## src/rtl/prio_irq_pkg.sv

```systemverilog
package prio_irq_pkg;

    localparam int NSRC      = 3;
    localparam int DW        = 8;
    localparam logic [DW-1:0] CTRL_ADDR = 8'h0B;
    localparam int VEC_SHIFT = 2;

    // bit7 pad, bits6..4 pending, bits3..1 source enables, bit0 global enable
    typedef struct packed {
        logic            pad;
        logic [NSRC-1:0] pend;
        logic [NSRC-1:0] src_en;
        logic            gie;
    } ctrl_t;

    typedef struct packed {
        logic            grant;
        logic [NSRC-1:0] win_oh;
        logic [DW-1:0]   vec;
    } arb_t;

    function automatic logic [DW-1:0] vec_of(input int idx);
        return DW'((idx + 1) << VEC_SHIFT);
    endfunction

endpackage

```

## src/rtl/pic_arbiter.sv

```systemverilog
module pic_arbiter
    import prio_irq_pkg::*;
(
    input  ctrl_t cur,
    input  logic  phase,
    input  logic  stack_full,
    output arb_t  arb
);
    logic [NSRC-1:0] req;

    always_comb begin
        req        = cur.pend & cur.src_en;
        arb        = '0;
        for (int i = NSRC - 1; i >= 0; i--) begin
            if (req[i]) begin
                arb.win_oh = '0;
                arb.win_oh[i] = 1'b1;
                arb.vec = vec_of(i);
            end
        end
        arb.grant = phase && cur.gie && (|req) && !stack_full;
        if (!arb.grant) begin
            arb.win_oh = '0;
        end
    end

    always_comb begin
        p_onehot_r4: assert ($onehot0(arb.win_oh));
    end

endmodule

```

## src/rtl/pic_ctrl_reg.sv

```systemverilog
module pic_ctrl_reg
    import prio_irq_pkg::*;
(
    input  logic            clk,
    input  logic            rst,
    input  logic            wr_hit,
    input  logic [DW-1:0]   wdata,
    input  logic [NSRC-1:0] evt,
    input  logic            ret_en,
    input  arb_t            arb,
    output ctrl_t           q
);
    ctrl_t d;

    always_comb begin
        d = q;
        if (wr_hit) begin
            d = ctrl_t'(wdata);
        end
        d.pad = 1'b0;
        if (ret_en) begin
            d.gie = 1'b1;
        end
        if (arb.grant) begin
            d.gie  = 1'b0;
            d.pend = d.pend & ~arb.win_oh;
        end
        d.pend = d.pend | evt;
    end

    always_ff @(posedge clk) begin
        if (rst) begin
            q <= '0;
        end else begin
            q <= d;
        end
    end

    p_retset_r9: assert property (@(posedge clk) disable iff (rst)
        (ret_en && !arb.grant) |=> q.gie);
    p_evt_wins_r10: assert property (@(posedge clk) disable iff (rst)
        evt[1] |=> q.pend[1]);

endmodule

```

## src/rtl/prio_irq_unit.sv

```systemverilog
module prio_irq_unit
    import prio_irq_pkg::*;
(
    input  logic       clk,
    input  logic       rst,
    input  logic [7:0] bus_addr,
    input  logic       bus_wr,
    input  logic [7:0] bus_wdata,
    output logic [7:0] bus_rdata,
    input  logic       ext_evt,
    input  logic       tmr0_evt,
    input  logic       tmr1_evt,
    input  logic       phase_t2,
    input  logic       stack_full,
    input  logic       ret_en,
    output logic       irq_ack,
    output logic [7:0] irq_vec
);
    ctrl_t cur;
    arb_t  arb;
    logic  hit;

    assign hit = (bus_addr == CTRL_ADDR);

    pic_ctrl_reg u_reg (
        .clk    (clk),
        .rst    (rst),
        .wr_hit (bus_wr && hit),
        .wdata  (bus_wdata),
        .evt    ({tmr1_evt, tmr0_evt, ext_evt}),
        .ret_en (ret_en),
        .arb    (arb),
        .q      (cur)
    );

    pic_arbiter u_arb (
        .cur        (cur),
        .phase      (phase_t2),
        .stack_full (stack_full),
        .arb        (arb)
    );

    assign bus_rdata = hit ? DW'(cur) : '0;

    always_ff @(posedge clk) begin
        if (rst) begin
            irq_ack <= 1'b0;
            irq_vec <= '0;
        end else begin
            irq_ack <= arb.grant;
            if (arb.grant) begin
                irq_vec <= arb.vec;
            end
        end
    end

    always_comb begin
        p_pad_zero_r2: assert (bus_rdata[7] == 1'b0);
    end

    p_ack_pulse_r6: assert property (@(posedge clk) disable iff (rst)
        irq_ack |=> !irq_ack);
    p_gie_cleared_r6: assert property (@(posedge clk) disable iff (rst)
        irq_ack |-> !cur.gie);
    p_strobe_r5: assert property (@(posedge clk) disable iff (rst)
        irq_ack |-> $past(phase_t2));
    p_stack_r8: assert property (@(posedge clk) disable iff (rst)
        irq_ack |-> !$past(stack_full));
    p_vec_r4: assert property (@(posedge clk) disable iff (rst)
        irq_ack |-> (irq_vec == 8'h04 || irq_vec == 8'h08 || irq_vec == 8'h0C));

endmodule

```

## config.mk

```make
export PLATFORM = sky130hd
export DESIGN_NAME = prio_irq_unit
export DESIGN_NICKNAME = d
export VERILOG_FILES = /design/src/rtl/prio_irq_pkg.sv /design/src/rtl/pic_arbiter.sv /design/src/rtl/pic_ctrl_reg.sv /design/src/rtl/prio_irq_unit.sv
export SDC_FILE = /design/constraint.sdc
export NUM_CORES = 1
export LEC_CHECK = 0
export ABC_AREA = 1
export CAP_MARGIN = 15
export CORE_MARGIN = 2
export CORE_UTILIZATION = 37
export DETAILED_ROUTE_END_ITERATION = 12
export PLACE_DENSITY = 0.83
export SLEW_MARGIN = 20
export SYNTH_ARGS = -nofsm -noshare
export SYNTH_HDL_FRONTEND = slang
export SYNTH_SLANG_ARGS = --single-unit
```

## constraint.sdc

```tcl
create_clock -name clk -period 2.25 [get_ports clk]
set_input_delay 0.225 -clock clk [delete_from_list [all_inputs] [get_ports clk]]
set_output_delay 0.225 -clock clk [all_outputs]
set_load 0.02 [all_outputs]
```

==> results.py <==
metrics = {
    "placement": {
        "buffer_ports.inserted": 33,
        "placed_cells": 148,
        "gp_congestion": 0.743,
        "hpwlAfterDp_mm": 1.19,
    },
    "cells_and_area": {
        "layout-area-overhead-vs-synth_pct": 59.4,
        "most_used_cells_in_the_layout_excluding_fill_and_tap_cells": "clkdlybuf4s50_1, inv_1, nand2_1",
        "utilization_pct": 64.7,
        "stdcell_count": 152,
        "n_antenna_cell": 0,
        "num-fill-cells": 139,
        "mostFrequentLayoutCell": "clkdlybuf4s50_1",
        "drive_above_1_share_pct": 9.56,
        "num-nets-final": 162,
    },
    "routing": {
        "first_iter_violations": 5,
        "drtAntennaViolNets": 0,
        "routed-via-count": 685,
        "remaining_drc_errors": 0,
        "routed_wl_mm": 1.38,
        "post_drt_via_cell_ratio": 4.51,
        "drt_pre_antenna_iters": 3,
        "route.detailed.wl_per_inst_um": 9.10,
    },
    "sta": {
        "hold_violations": 0,
        "max_clock_freq_ghz": 0.494,
        "fin_tns_setup_ps": 0,
        "final.period_utilization_pct": 89.9,
        "timing_max_transition_violations_final": 0,
        "timing.clock.skew_ps": 1.78,
        "fin_worst_hold_slack_ps": 473,
        "finalSetupViolCount": 0,
        "rsz0062_at_grt": "false",
        "fin_crit_ps": 2020,
    },
    "synth": {
        "yosysUniqueCellTypes": 17,
        "synth_top_cell_by_area": "dfxtp_1",
        "synth.avg_cell_area_um2": 6.38,
        "post_synth_instance_area_um2": 626,
        "synth_seq_cells": 10,
        "synth_largest_type_area_fraction_pct": 32.0,
        "synthTopCellsByArea": "dfxtp_1, inv_1, nand2_1",
        "yosysWarningCount": 0,
        "seq_total_area_yosys_pct": 32.0,
        "synthCells": 98,
    },
    "clocking": {
        "cts_setup_buffers": 0,
        "htreeDepth": 1,
        "cts_root_buffer": "clkbuf_4",
        "postCtsResizedCells": 0,
        "cts_hold_buf": 0,
        "path_clk_slew_ps": 70,
        "worst_skew_pair.late_latency_ps": 260,
        "cts-root-to-sink-buffers": 2,
        "cts_num_sinks": 10,
        "cts_tree": "built",
        "cts_buffers": 3,
    },
    "global_route": {
        "first_global_vias": 610,
        "track_usage_pct": 15.1,
        "grt.overflow.total": 0,
        "grt_max_degree": 11,
        "grt_antenna_before_repair": 0,
        "wire_length_of_the_first_global_routing_pass_mm": 2.32,
    },
    "floorplanning": {
        "core_area_um2": 1540,
        "initial_core_util_pct": 40.6,
        "die_x_um": 45.1,
        "die-area_um2": 2040,
        "num_io_pins": 42,
        "floorplan.rows": 14,
        "die_y_extent_um": 45.1,
    },
    "setup_path": {
        "critical_path.top_delay_family": "buffers and inverters",
        "worst-path-buf-inv": 2,
        "timing.setup.critical_path_class": "in2out",
        "reg_to_reg_critical_path_startpoint": "u_reg.q[0]",
        "worst_r2r_endpoint": "u_reg.q[6]",
        "r2r_worst_path_depth": 5,
        "r2r_setup_slack_ps": 1160,
        "crit_chain": "clkdlybuf4s50_1, nand2_1, nor2_4, nand2_1, nor2_1, clkdlybuf4s50_1",
        "critical_path.max_fanout": 7,
        "cp_slowest_cell": "clkdlybuf4s50_1",
        "cp.arrival_ps": 1800,
        "worst_ep_required_time_ps": 2030,
        "timing.critical_path.from_type": "input pin",
        "maximum_single_stage_delay_on_the_critical_path_ps": 620,
        "crit_path_end_kind": "output pin",
    },
    "run": {
        "cap_viol_max_count": 0,
    },
    "run_status": {
        "status": "complete, no violations",
    },
    "power": {
        "power.leakage_nw": 0.476,
        "ir_drop_v": 0.000185,
        "power.density_nw_per_um2": 429,
    },
    "hold_path": {
        "min-delay-start": "irq_vec[2]",
        "hold-path-cell-count": 2,
        "worstHoldEndpoint": "irq_vec[2]",
        "min_path_type": "reg2reg",
    },
}
## where the power goes
group / switching [mW] / internal (mW)
Combinational: 0.0363 / 0.0457
Sequential: 0.00292 / 0.182
Clock: 0.0627 / 0.0983
## cells by family after synthesis
kind of cell           count (synthesis)  share of synthesized area [%]
buffers and inverters                 31                           22.8
AND/OR/NAND/NOR                       43                           33.6
other                                  1                          0.599
flip-flops                            10                           32.0
AO/OA/AOI/OAI                         13                           11.0
## stage by stage
| step | power (mW) | area (um^2) | worst slack (ps) |
|---|---|---|---|
| after CTS | 0.432 | 997 | 192 |
| after detailed placement | 0.272 | 961 | 206 |
| after global placement | 0.270 | 961 | 226 |
| after global routing | 0.444 | 997 | 108 |
| after floorplan | 0.233 | 648 | 1080 |
| final | 0.428 | 997 | 227 |
## layout make-up
cell class | count | area (um^2) | share of cell area [%]
repair buffers | 35 | 345 | 34.6
multi-input cells | 63 | 305 | 30.6
flip-flops and latches | 10 | 200 | 20.1
inverters | 24 | 90.1 | 9.03
clock buffers | 4 | 36.3 | 3.64
well taps | 16 | 20.0 | 2.01
## Yosys cell counts
master / number
nor2_4: 2
a22o_1: 1
nand3_1: 5
inv_1: 21
buf_4: 7
inv_2: 3
a21oi_1: 8
nand2_2: 1
nand2_1: 20
nand3_4: 1
nand4_1: 4
o21ai_0: 1
o21ai_1: 3
conb_1: 1
nor2_1: 9
dfxtp_1: 10
nor3_1: 1
## flip-flops by register name, summed over array words and instances, names as in the netlist
signal   cells
u_reg.q      7
irq_ack      1
irq_vec      2
## worst reg2reg max path, cell delays in order (launching register included)
cell and delay [ps]:
dfxtp_1 350, nand2_1 70, nor3_1 310, nand2_1 90
nand3_1 90, a21oi_1 60
## worst max-delay path by stage
stage / endpoint / slack [ps] / cells after the start / from
after floorplan: bus_rdata[0] / 1080 / 5 / bus_addr[2]
after detailed placement: bus_rdata[0] / 210 / 6 / bus_addr[0]
after CTS: bus_rdata[0] / 190 / 6 / bus_addr[0]
after global routing: bus_rdata[0] / 110 / 6 / bus_addr[0]
final: bus_rdata[0] / 230 / 6 / bus_addr[0]
after global placement: bus_rdata[0] / 230 / 6 / bus_addr[1]
## routing by layer
metal  vias to the layer above  share of wire (%)  track usage, %
met5                         -                  0               0
li1                        364                  -               -
met2                        26                 51            28.6
met3                         2                7.6            3.20
met4                         0                1.2            3.53
met1                       293                 40            17.0
(Power assumes the default switching activity.)
